===== src/rtl/sar_pkg.sv =====
package sar_pkg;
  typedef enum logic {
    LEN_FULL  = 1'b0,
    LEN_SHORT = 1'b1
  } conv_len_e;

  // bit position tried on a given step (may go negative past the last step)
  function automatic int trial_pos(input int width, input int step);
    return width - 1 - step;
  endfunction

  // bit position whose comparator outcome is resolved on a given step
  function automatic int pend_pos(input int width, input int step);
    return width - step;
  endfunction
endpackage


===== src/rtl/sar_cmp_reg.sv =====
module sar_cmp_reg (
  input  logic clk_i,
  input  logic rst_ni,
  input  logic cmp_hi_i,
  output logic cmp_q_o
);
  always_ff @(posedge clk_i or negedge rst_ni) begin
    if (!rst_ni) cmp_q_o <= 1'b0;
    else         cmp_q_o <= cmp_hi_i;
  end
endmodule


===== src/rtl/sar_step_ctrl.sv =====
module sar_step_ctrl
  import sar_pkg::*;
#(
  parameter int W       = 12,
  parameter int SHORT_W = 8,
  parameter int STEP_W  = $clog2(W + 1)
) (
  input  logic              clk_i,
  input  logic              rst_ni,
  input  logic              start_i,
  input  logic              short_i,
  output logic              busy_o,
  output logic              accept_o,
  output logic              fin_o,
  output logic              short_o,
  output logic [STEP_W-1:0] step_o
);
  localparam logic [STEP_W-1:0] LAST_FULL  = STEP_W'(W);
  localparam logic [STEP_W-1:0] LAST_SHORT = STEP_W'(SHORT_W);

  logic              busy_q;
  conv_len_e         mode_q;
  logic [STEP_W-1:0] step_q;
  logic [STEP_W-1:0] last_step;

  assign last_step = (mode_q == LEN_SHORT) ? LAST_SHORT : LAST_FULL;
  assign accept_o  = start_i && !busy_q;
  assign fin_o     = busy_q && (step_q == last_step);
  assign busy_o    = busy_q;
  assign short_o   = (mode_q == LEN_SHORT);
  assign step_o    = step_q;

  always_ff @(posedge clk_i or negedge rst_ni) begin
    if (!rst_ni) begin
      busy_q <= 1'b0;
      mode_q <= LEN_FULL;
      step_q <= '0;
    end else if (accept_o) begin
      busy_q <= 1'b1;
      mode_q <= conv_len_e'(short_i);
      step_q <= '0;
    end else if (fin_o) begin
      busy_q <= 1'b0;
    end else if (busy_q) begin
      step_q <= step_q + 1'b1;
    end
  end


  restart_ignore_chk: assert property (@(posedge clk_i) disable iff (!rst_ni)
    (busy_q && !fin_o && start_i) |=> (busy_q && step_q == STEP_W'($past(step_q) + 1'b1)));


  mode_hold_chk: assert property (@(posedge clk_i) disable iff (!rst_ni)
    busy_q |=> $stable(mode_q));


  fin_drop_chk: assert property (@(posedge clk_i) disable iff (!rst_ni)
    fin_o |=> !busy_q);


  step_range_chk: assert property (@(posedge clk_i) disable iff (!rst_ni)
    busy_q |-> (step_q <= last_step));
endmodule


===== src/rtl/sar_trial_reg.sv =====
module sar_trial_reg
  import sar_pkg::*;
#(
  parameter int W       = 12,
  parameter int SHORT_W = 8,
  parameter int STEP_W  = $clog2(W + 1)
) (
  input  logic              clk_i,
  input  logic              rst_ni,
  input  logic              accept_i,
  input  logic              busy_i,
  input  logic              fin_i,
  input  logic              short_i,
  input  logic [STEP_W-1:0] step_i,
  input  logic              cmp_q_i,
  output logic [W-1:0]      trial_o,
  output logic [W-1:0]      result_o
);
  localparam int FILL_POS = W - SHORT_W - 1;

  function automatic logic [W-1:0] bit_at(input int pos);
    logic [W-1:0] m;
    m = '0;
    if (pos >= 0 && pos < W) m[pos] = 1'b1;
    return m;
  endfunction

  function automatic logic [W-1:0] resolve(input logic [W-1:0] acc,
                                           input int step, input logic keep);
    if (step == 0 || keep) return acc;
    return acc & ~bit_at(pend_pos(W, step));
  endfunction

  logic [W-1:0] acc_q;
  logic [W-1:0] result_q;
  logic [W-1:0] resolved;
  logic [W-1:0] final_val;
  logic [W-1:0] fill_mask;

  assign fill_mask = short_i ? bit_at(FILL_POS) : '0;
  assign resolved  = resolve(acc_q, int'(step_i), cmp_q_i);
  assign final_val = resolved | fill_mask;

  always_comb begin
    if (busy_i && !fin_i) trial_o = resolved | bit_at(trial_pos(W, int'(step_i)));
    else if (busy_i)      trial_o = resolved;
    else                  trial_o = acc_q;
  end

  assign result_o = result_q;

  always_ff @(posedge clk_i or negedge rst_ni) begin
    if (!rst_ni) begin
      acc_q    <= '0;
      result_q <= '0;
    end else if (accept_i) begin
      acc_q <= '0;
    end else if (fin_i) begin
      acc_q    <= final_val;
      result_q <= final_val;
    end else if (busy_i) begin
      acc_q <= trial_o;
    end
  end


  clear_on_start_chk: assert property (@(posedge clk_i) disable iff (!rst_ni)
    accept_i |=> (acc_q == '0));


  trial_bit_chk: assert property (@(posedge clk_i) disable iff (!rst_ni)
    (busy_i && !fin_i) |-> ((trial_o & bit_at(trial_pos(W, int'(step_i)))) != '0));


  short_fill_chk: assert property (@(posedge clk_i) disable iff (!rst_ni)
    (fin_i && short_i) |=> (result_o[FILL_POS:0] == bit_at(FILL_POS)[FILL_POS:0]));


  result_hold_chk: assert property (@(posedge clk_i) disable iff (!rst_ni)
    !fin_i |=> $stable(result_q));
endmodule


===== src/rtl/sar_seq.sv =====
module sar_seq #(
  parameter int W       = 12,
  parameter int SHORT_W = 8
) (
  input  logic         clk_i,
  input  logic         rst_ni,
  input  logic         start_i,
  input  logic         short_i,
  input  logic         cmp_hi_i,
  output logic [W-1:0] trial_o,
  output logic         busy_o,
  output logic         bitclk_en_o,
  output logic [W-1:0] result_o
);
  localparam int STEP_W = $clog2(W + 1);

  logic              accept;
  logic              fin;
  logic              busy;
  logic              short_latched;
  logic              cmp_q;
  logic [STEP_W-1:0] step;

  sar_cmp_reg u_cmp (
    .clk_i    (clk_i),
    .rst_ni   (rst_ni),
    .cmp_hi_i (cmp_hi_i),
    .cmp_q_o  (cmp_q)
  );

  sar_step_ctrl #(.W(W), .SHORT_W(SHORT_W), .STEP_W(STEP_W)) u_ctrl (
    .clk_i    (clk_i),
    .rst_ni   (rst_ni),
    .start_i  (start_i),
    .short_i  (short_i),
    .busy_o   (busy),
    .accept_o (accept),
    .fin_o    (fin),
    .short_o  (short_latched),
    .step_o   (step)
  );

  sar_trial_reg #(.W(W), .SHORT_W(SHORT_W), .STEP_W(STEP_W)) u_trial (
    .clk_i    (clk_i),
    .rst_ni   (rst_ni),
    .accept_i (accept),
    .busy_i   (busy),
    .fin_i    (fin),
    .short_i  (short_latched),
    .step_i   (step),
    .cmp_q_i  (cmp_q),
    .trial_o  (trial_o),
    .result_o (result_o)
  );

  assign busy_o      = busy;
  assign bitclk_en_o = busy;
endmodule


===== config.mk =====
export PLATFORM = sky130hd
export DESIGN_NAME = sar_seq
export DESIGN_NICKNAME = d
export VERILOG_FILES = /design/src/rtl/sar_pkg.sv /design/src/rtl/sar_cmp_reg.sv /design/src/rtl/sar_step_ctrl.sv /design/src/rtl/sar_trial_reg.sv /design/src/rtl/sar_seq.sv
export SDC_FILE = /design/constraint.sdc
export NUM_CORES = 1
export LEC_CHECK = 0
export BUFFER_PORTS_ARGS = -buffer_cell sky130_fd_sc_hd__buf_2
export CORE_ASPECT_RATIO = 0.5
export CORE_MARGIN = 3
export CORE_UTILIZATION = 55
export DETAILED_ROUTE_END_ITERATION = 6
export PLACE_DENSITY_LB_ADDON = 0.3
export SLEW_MARGIN = 20
export SYNTH_ARGS = -nofsm -noshare
export SYNTH_HDL_FRONTEND = slang
export SYNTH_SLANG_ARGS = --single-unit
export TNS_END_PERCENT = 30

===== constraint.sdc =====
create_clock -name clk_i -period 2.14 [get_ports clk_i]
set_input_delay 0.214 -clock clk_i [delete_from_list [all_inputs] [get_ports clk_i]]
set_output_delay 0.214 -clock clk_i [all_outputs]
set_load 0.02 [all_outputs]

; Word-level counts from Yosys, hierarchy flattened
; Index checks and enable logic that the tools add are counted.
[op_classes]
add_sub_neg = 3
mux = 23
n_reduce_logical = 16
eq_ne = 2
n_bitwise = 5
magnitude_cmp = 8
[op_table]
columns = operator, n
row1 = 12-bit two-way mux, 11
row2 = "32-bit by 1-bit >= comparator with 1-bit output, second input constant", 4
row3 = "32-bit by 5-bit less-than comparator with 1-bit output, second input constant", 2
row4 = "32-bit by 6-bit less-than comparator with 1-bit output, second input constant", 2
row5 = 12-bit bitwise OR, 2
row6 = 4-bit two-way mux, 4
row7 = 12-bit bitwise AND, 1
row8 = 12-bit inverter, 1
row9 = "4-bit by 4-bit subtractor with 5-bit output, first input constant", 2
row10 = 1-bit demux with 4-bit select, 2
row11 = 1-bit logical AND, 7
row12 = 1-bit two-way mux, 5
row13 = "4-bit by 1-bit adder with 4-bit output, second input constant", 1
row14 = 4-bit equality test, 1
row15 = 4-bit logical NOT, 1
row16 = 2-bit AND reduction, 2
row17 = 2-bit nonzero test, 2
row18 = 3-bit two-way mux, 1
row19 = 3-bit nonzero test, 1
row20 = 1-bit logical NOT, 2
row21 = "2-bit inequality test, second input constant", 1
row22 = 1-bit logical OR, 1
row23 = 1-bit inverter, 1
[totals]
out_inout_bits = 26
ff_bits = 31
in_bits = 5
word_cells = 63

; Depth between registers and ports, before layout
; Gate-level depths: netlist of the first run.
[depth]
depth_word = 15
mapped_depth = 7
mapped_depth_nobuf = 6

; Modules after synthesis
; From an unflattened synthesis of the first run, not the netlist that was laid out.
[hier_totals]
hier_cells = 198
area_unflattened_um2 = 1825.5
[modules_own_cells]
columns = module, seq_area_each_um2, cells_each, n_inst, area_per_inst_um2
row1 = sar_trial_reg, 600.6, 160, 1, 1442.6
row2 = sar_step_ctrl, 150.1, 36, 1, 350.3
row3 = sar_cmp_reg, 25.0, 1, 1, 25.0
row4 = sar_seq, 0.0, 1, 1, 7.5

; Least setup slack after synthesis of the first run
; Ideal clock, no wire load.
[synth_path]
kind = register to output
startpoint = register u_ctrl.step_q[0] (netlist: u_ctrl.step_o[0])
endpoint = output port trial_o[7]
required_ns = 1.926
stages_incl_launch_ff = 7
path_slack_ns = 0.154
path_buffers = 1
arrival_ns = 1.772
path_cell_list = dfrtp_1 > inv_1 > ha_1 > buf_2 > o31a_2 > o21ai_0 > o21ai_0
[synth_between]
elab_chain_cells = 12
word_cells_on_any_way = 35
classes_between = 2 x add/sub / 8 x order compare / 1 x eq/ne / 12 x mux / 3 x bitwise / 9 x reduce/logical
[synth_lines]
columns = element, line
row1 = "start, declared", sar_step_ctrl.sv:23  ; logic [STEP_W-1:0] step_q;
row2 = "start signal, assigned", sar_step_ctrl.sv:45  ; step_q <= step_q + 1'b1;
row3 = 4-bit by 4-bit subtractor with 5-bit output, sar_pkg.sv:14  ; return width - step;
row4 = 32-bit by 1-bit >= comparator with 1-bit output / 32-bit by 6-bit less-than comparator with 1-bit output (equally long branches), sar_trial_reg.sv:24  ; if (pos >= 0 && pos < W) m[pos] = 1'b1;
row5 = 1-bit logical AND (not written as such), sar_trial_reg.sv:24
row6 = 1-bit two-way mux (not written as such), sar_trial_reg.sv:24
row7 = 1-bit demux with 4-bit select, n/a
row8 = 12-bit two-way mux, sar_trial_reg.sv:24
row9 = 12-bit two-way mux, sar_trial_reg.sv:31  ; return acc & ~bit_at(pend_pos(W, step));
row10 = 12-bit inverter, sar_trial_reg.sv:31
row11 = 12-bit bitwise AND, sar_trial_reg.sv:31
row12 = 12-bit two-way mux, sar_trial_reg.sv:31
row13 = 12-bit two-way mux / 12-bit bitwise OR (equally long branches), "sar_trial_reg.sv:46, sar_trial_reg.sv:45"
row14 = 12-bit two-way mux (*), sar_trial_reg.sv:45  ; if (busy_i && !fin_i) trial_o = resolved | bit_at(trial_pos(W, int'(step_i)));
row15 = "end, declared", sar_seq.sv:10  ; output logic [W-1:0] trial_o,
; Every way passes the cells marked *; elsewhere a longest branch is shown, timed or not. The select of a mux whose other input is x is not followed.

; Worst setup path after layout of the first run
[layout_path]
startpoint = register u_ctrl.step_q[1] (netlist: u_ctrl.step_o[1])
endpoint = output port trial_o[9]
; Same word-level chain as after synthesis.

==> results of run 1 <==
-- worst paths after layout --
check,start,cells past startpoint,slack (ns),to
min in group asynchronous,rst_ni,2,0.52,u_trial.result_o[8]
max in group asynchronous,rst_ni,2,1.13,u_ctrl.step_o[2]
worst min-delay path,cmp_hi_i,1,0.04,u_cmp.cmp_q_o
worst max-delay path,u_ctrl.step_o[1],7,0.05,trial_o[9]
worst max register to register,u_ctrl.step_o[1],7,0.45,u_trial.result_o[10]
worst min register to register,u_trial.result_o[8],2,0.47,u_trial.result_o[8]
-- metrics by stage --
| step | setup TNS, ns | total power [uW] | cell area, sq um | util [%] |
|---|---|---|---|---|
| global placement | 0 | 3090 | 1900 | 68.6 |
| CTS | -0.00935 | 3720 | 2040 | 73.7 |
| finish | 0 | 3880 | 2110 | 76.4 |
| global route | -0.137 | 4170 | 2110 | 76.4 |
| detailed placement | 0 | 3170 | 1900 | 68.6 |
| floorplan | 0 | 2560 | 1700 | - |
-- metal layers --
metal	GRT usage (%)	wire (um)	up-vias
met5	0	0	-
met4	5.05	31	0
met3	7.47	313	5
met2	36.2	1780	62
met1	32.1	1980	722
li1	-	-	727
-- sequential cells by signal, summed over array words and instances (netlist names) --
signal / count
u_ctrl.step_o: 4
u_ctrl.short_o: 1
u_ctrl.busy_o: 1
u_cmp.cmp_q_o: 1
u_trial.result_o: 12
u_trial.acc_q: 12
-- worst reg2reg max path: cells and delay by family, from the launching register on --
kind	cells	cell delay, ns
compound gates	3	0.52
fa+ha+maj	1	0.19
buf+inv	2	0.26
flops	1	0.37
simple gates	1	0.27
-- synthesized netlist by cell type, types with 2 or more instances --
cell / count
dfrtp_1: 31
clkbuf_1: 2
o21ai_1: 7
o21ai_0: 24
ha_1: 6
a21oi_1: 7
nand2_1: 25
buf_6: 2
buf_2: 5
nor2_1: 15
mux2i_1: 4
o22ai_1: 2
inv_1: 6
a31oi_1: 5
nor3_1: 10
nand2b_1: 5
or2_2: 5
nand3_1: 6
-- final cells by class --
type / instances / area [sq um]
Clock buffer: 6 / 82.6
Sequential cell: 31 / 777
Inverter: 7 / 26.3
Timing Repair Buffer: 41 / 235
Fill cell: 191 / 653
Clock inverter: 1 / 5.00
Multi-Input combinational cell: 140 / 940
Tap cell: 37 / 46.3
-- cells by family (layout without fill, tap and decap cells) --
family | after synthesis | after routing | synth area share, %
and+or+nand+nor | 75 | 75 | 22.0
xor gates and xnor gates | 1 | 1 | 0.514
buffers and inverters | 17 | 55 | 5.22
adders and majority gates | 6 | 6 | 4.41
muxes | 4 | 4 | 2.35
AOI/OAI and AO/OA | 54 | 54 | 20.0
DFF | 31 | 31 | 45.6
-- where the power goes --
group	internal, uW	leakage (uW)	switching (uW)
logic	872	0.000549	1490
clock network	252	0.0000470	204
registers	864	0.000378	202
-- what timing repair did --
| action | 4_1_cts | 5_1_grt |
|---|---|---|
| buffers inserted | 1 | 1 |
| pin swaps | 1 | 6 |
| gates resized for setup | 10 | 16 |
| endpoints found under the hold margin | 18 | 0 |
| hold buffers | 1 | 0 |
| gates cloned | 0 | 0 |
| endpoints found under the setup margin | 12 | 12 |
==> run summary, run 1 <==
Outcome - finished, final reports clean
Overall die area - 0.00384 sq mm
Placeable core region - 0.00277 sq mm
TritonCTS clock tree - built
Placed cell count - 253
Unique cell type count in the Yosys netlist - 39
Post-layout minimum cycle time - 2.09 ns
Normalized max-slew margin - 53.6%
Largest fanout of any net on the critical path - 7
Fraction of synthesis flops using an asynchronous set or reset pin - 100%
Synthesized net count - 199
Period utilization - 97.8%
Critical path, cell by cell - buf_4 -> ha_2 -> nand2b_1 -> or2_2 -> nor3_4 -> nor2_1 -> buf_2
Wire length of the first global-routing pass - 6.74 mm
Post-synthesis cell area - 0.00170 sq mm
Ratio of cells with drive above 1 in the final layout - 34.1%
Maximum clock frequency - 0.478 GHz
Count of port buffers added during placement - 30
Count of state elements after synthesis - 31
Via count of the first global-routing pass - 1,398
Maximum number of pins on one net before global-route repair - 32
CTS Sinks - 31
Kind of launch point of the worst setup path - register
Peak per-stage delay on the critical path - 0.37 ns
Critical Path RT - 1.93 ns
Top cells by area, synth - dfrtp_1 46%, o21ai_0 7.1%, nand2_1 5.5%, ha_1 4.4%, nor2_1 3.3%
Slowest cell on the critical path - dfrtp_1
Power per Cell Area - 1840 mW/mm^2
Die boundary height - 45.3 um
Initial core utilization - 61.6%
# IOs - 31
Slew at the pin with the worst max-slew slack - 0.696 ns
Most frequent cells in the layout - 30 x buf_2, 30 x dfrtp_1, 25 x nand2_1
Combined buffer and inverter count along the critical path - 2
Clock-pin slew of the registers on the worst-case setup and hold paths - 0.06 ns
Count of final max-slew check failures - 0
Post-synthesis sequential area ratio - 45.6%
Via density - 5.76
Unrepaired setup endpoints after global routing - true
Start-to-end type of the worst setup path - register to output port
Ant diodes - 0
Depth of the CTS H-tree - 2
Cells after synthesis - 188
CTS root buf - clkbuf_8
Total grt overflow - 0
Number of DRC violations after detailed routing - 0
Average detailed-routed wire length per instance - 15.6 um
Worst Hold Class - input pin to register
Final WL - 4.11 mm
Placer's final routability congestion estimate - 0.850
Ys flop type - dfrtp_1
Vias post-DR - 1,516
Final setup violation count - 0
Deepest clock path buffer count - 2
Critical path arrival - 1.88 ns
Row count - 13
Number of warning messages in the yosys log - 0
Total routing resource utilization after global routing - 23.2%
Final Hold Violating Endpoints - 0
Setup slack of the critical path after layout - 0.0478 ns
Worst hold margin - 0.0386 ns
Type of destination of the critical path - output port
Die width - 84.7 um
IR Drop Worst-Case VDD - 0.903 mV
Remaining number of nets flagged by the antenna check after routing - 0
Worst slack after detailed placement - 0.0985 ns
Half-perimeter wire length after detailed placement - 2.88 mm
EDFF count, synth - 0
Final setup skew - 0.00555 ns
Biggest area consumer among synthesized cells - dfrtp_1
Synthesized area per cell - 9.06 sq um
Share of Yosys cell area claimed by the top area cell type - 45.6%
First-pass iteration count of the detailed router - 4
NumNets Final - 237
Clock buffers created by TritonCTS - 5
Drt initial violations - 75
Dominant delay contributor by cell family on the critical path - simple AND/OR/NAND/NOR gates
Max-cap violation count - 0
Final non-filler cell total - 263
Antenna violations before repair - 0
Leakage component of the power - 0.000974 uW
Insertion delay of the later-clocked pin in the worst-skew pair - 0.28 ns
Synthesis-to-finish area growth - 24.0%
No activity file was read; power rests on OpenSTA's default activity.
==> run 2: changes to the inputs <==
--- a/config.mk
+++ b/config.mk
@@ -8,7 +8,8 @@
 export BUFFER_PORTS_ARGS = -buffer_cell sky130_fd_sc_hd__buf_2
 export CORE_ASPECT_RATIO = 0.5
 export CORE_MARGIN = 3
-export CORE_UTILIZATION = 55
+export CORE_UTILIZATION = 57
+export CTS_BUF_LIST = sky130_fd_sc_hd__clkbuf_8
 export DETAILED_ROUTE_END_ITERATION = 6
 export PLACE_DENSITY_LB_ADDON = 0.3
 export SLEW_MARGIN = 20
==> run summary, run 2 (synthesis gave the netlist of run 1 again) <==
Wire length of the first global-routing pass - 6.84 mm
Placer's final routability congestion estimate - 0.907
IR Drop Worst-Case VDD - 1.04 mV
Average detailed-routed wire length per instance - 16.2 um
CTS Sinks - 31
Total routing resource utilization after global routing - 24.3%
Leakage component of the power - 0.000970 uW
Number of DRC violations after detailed routing - 0
First-pass iteration count of the detailed router - 4
Final Hold Violating Endpoints - 0
Half-perimeter wire length after detailed placement - 2.94 mm
Start-to-end type of the worst setup path - register to output port
Power per Cell Area - 1840 mW/mm^2
Count of final max-slew check failures - 0
Critical path arrival - 1.89 ns
Insertion delay of the later-clocked pin in the worst-skew pair - 0.29 ns
Summed negative setup slack over all endpoints - 0 ns
Min-delay src - cmp_hi_i
Worst Hold Class - input pin to register
Reg-to-reg startpoint - u_ctrl.step_o[0]
Worst-case register-to-register setup slack - 0.40 ns
Register-to-Register Path Depth - 7
Antenna violations before repair - 0
Most common library cell in the layout ignoring fill and taps - dfrtp_1
Die width - 83.3 um
Worst hold margin - 0.0321 ns
Unrepaired setup endpoints after global routing - true
Ratio of cells with drive above 1 in the final layout - 32.9%
Layout Cell Area excl Fill - 0.00212 sq mm
Final setup skew - 0.00512 ns
Critical Path RT - 1.93 ns
Largest fanout of any net on the critical path - 8
Kind of launch point of the worst setup path - register
Clock-pin slew of the registers on the worst-case setup and hold paths - 0.06 ns
Drt initial violations - 114
Vias post-DR - 1,516
End of the worst register-to-register path - u_trial.result_o[10]
Final WL - 4.26 mm
Maximum clock frequency - 0.475 GHz
Synthesis-to-finish area growth - 24.4%
Filler Cells Inserted - 198
Remaining number of nets flagged by the antenna check after routing - 0
Count of port buffers added during placement - 30
DP Area - 0.00190 sq mm
Post-layout minimum cycle time - 2.11 ns
Clock buffers created by TritonCTS - 5
# IOs - 31
Placeable core region - 0.00272 sq mm
Max-cap violation count - 0
Maximum number of pins on one net before global-route repair - 32
Via density - 5.79
Total grt overflow - 0
Period utilization - 98.5%
Worst slack after detailed placement - 0.146 ns
NumNets Final - 236
Hold Crit Depth - 1
TritonCTS clock tree - built
Row count - 13
Final setup violation count - 0
Depth of the CTS H-tree - 2
Via count of the first global-routing pass - 1,403
Ant diodes - 0
CTS root buf - clkbuf_8
Most frequent cells in the layout - 30 x dfrtp_1, 29 x buf_2, 25 x nand2_1
Overall die area - 0.00372 sq mm
Type of destination of the critical path - output port
Slew at the pin with the worst max-slew slack - 0.702 ns
Outcome - finished, final reports clean
Deepest clock path buffer count - 2
Normalized max-slew margin - 53.2%
Initial core utilization - 62.7%
Sink of the worst hold path - u_cmp.cmp_q_o
Setup slack of the critical path after layout - 0.0327 ns
Die boundary height - 44.7 um
-- run 2: cell types whose count changed in the layout (fill, tap and decap cells not counted), moves of 2 or more --
cell,previous run,this run
buf_6,0,2
buf_4,10,8
ha_4,1,3
o21ai_2,4,2
o21ai_1,6,8
-- run 2: routing by layer --
layer	wire, um	track usage [%]	part of all wire (%)
met1	1960	35.0	46
met2	1840	33.8	43
met3	342	7.81	8.0
met4	112	10.4	2.6
met5	0	0	0
-- run 2: how the worst max path moves through the flow --
stage | endpoint | startpoint | slack, ns
2_1_floorplan | trial_o[7] | u_ctrl.step_o[0] | 0.15
3_3_place_gp | trial_o[2] | u_ctrl.step_o[1] | 0.24
3_5_place_dp | trial_o[2] | u_ctrl.step_o[1] | 0.15
4_1_cts | trial_o[2] | u_ctrl.step_o[0] | -0.02
5_1_grt | trial_o[2] | u_ctrl.step_o[0] | -0.06
6_report | trial_o[9] | u_ctrl.step_o[0] | 0.03
-- run 2: final cells by class --
type	instances	area, sq um	share of cell area (%)
clock inverter	1	5.00	0.236
timing repair buffer	40	238	11.2
inverter	7	26.3	1.24
tap	37	46.3	2.19
multi-input combinational	140	943	44.5
sequential	31	777	36.7
clock buffer	6	82.6	3.90
-- run 2: critical path, cell delays in order, from the launching register on --
cell	delay (ns)
dfrtp_1	0.39
inv_2	0.09
ha_4	0.19
and4bb_2	0.27
o2bb2ai_4	0.31
nor3_2	0.08
nor2_1	0.11
buf_2	0.17
-- run 2: power by group --
group,switching [uW],internal (uW),total [uW]
logic,1490,883,2370
registers,204,864,1070
clock network,218,252,469
total,1910,2000,3910
-- run 2: through the flow --
step / total power, uW / utilization [%] / instances
2_1_floorplan: 2560 / - / 188
6_report: 3910 / 78.0 / 262
5_1_grt: 4180 / 78.0 / 262
3_3_place_gp: 3090 / 69.8 / 253
3_5_place_dp: 3170 / 69.8 / 253
4_1_cts: 3680 / 74.1 / 261
-- run 2: timing repair --
item                                   CTS  global route
pin swaps                                0             9
endpoints found under the hold margin   25             0
setup endpoints to repair               11            11
hold buffers                             1             0
resized for setup                        9            19
cloned                                   0             0
buffers inserted                         0             1
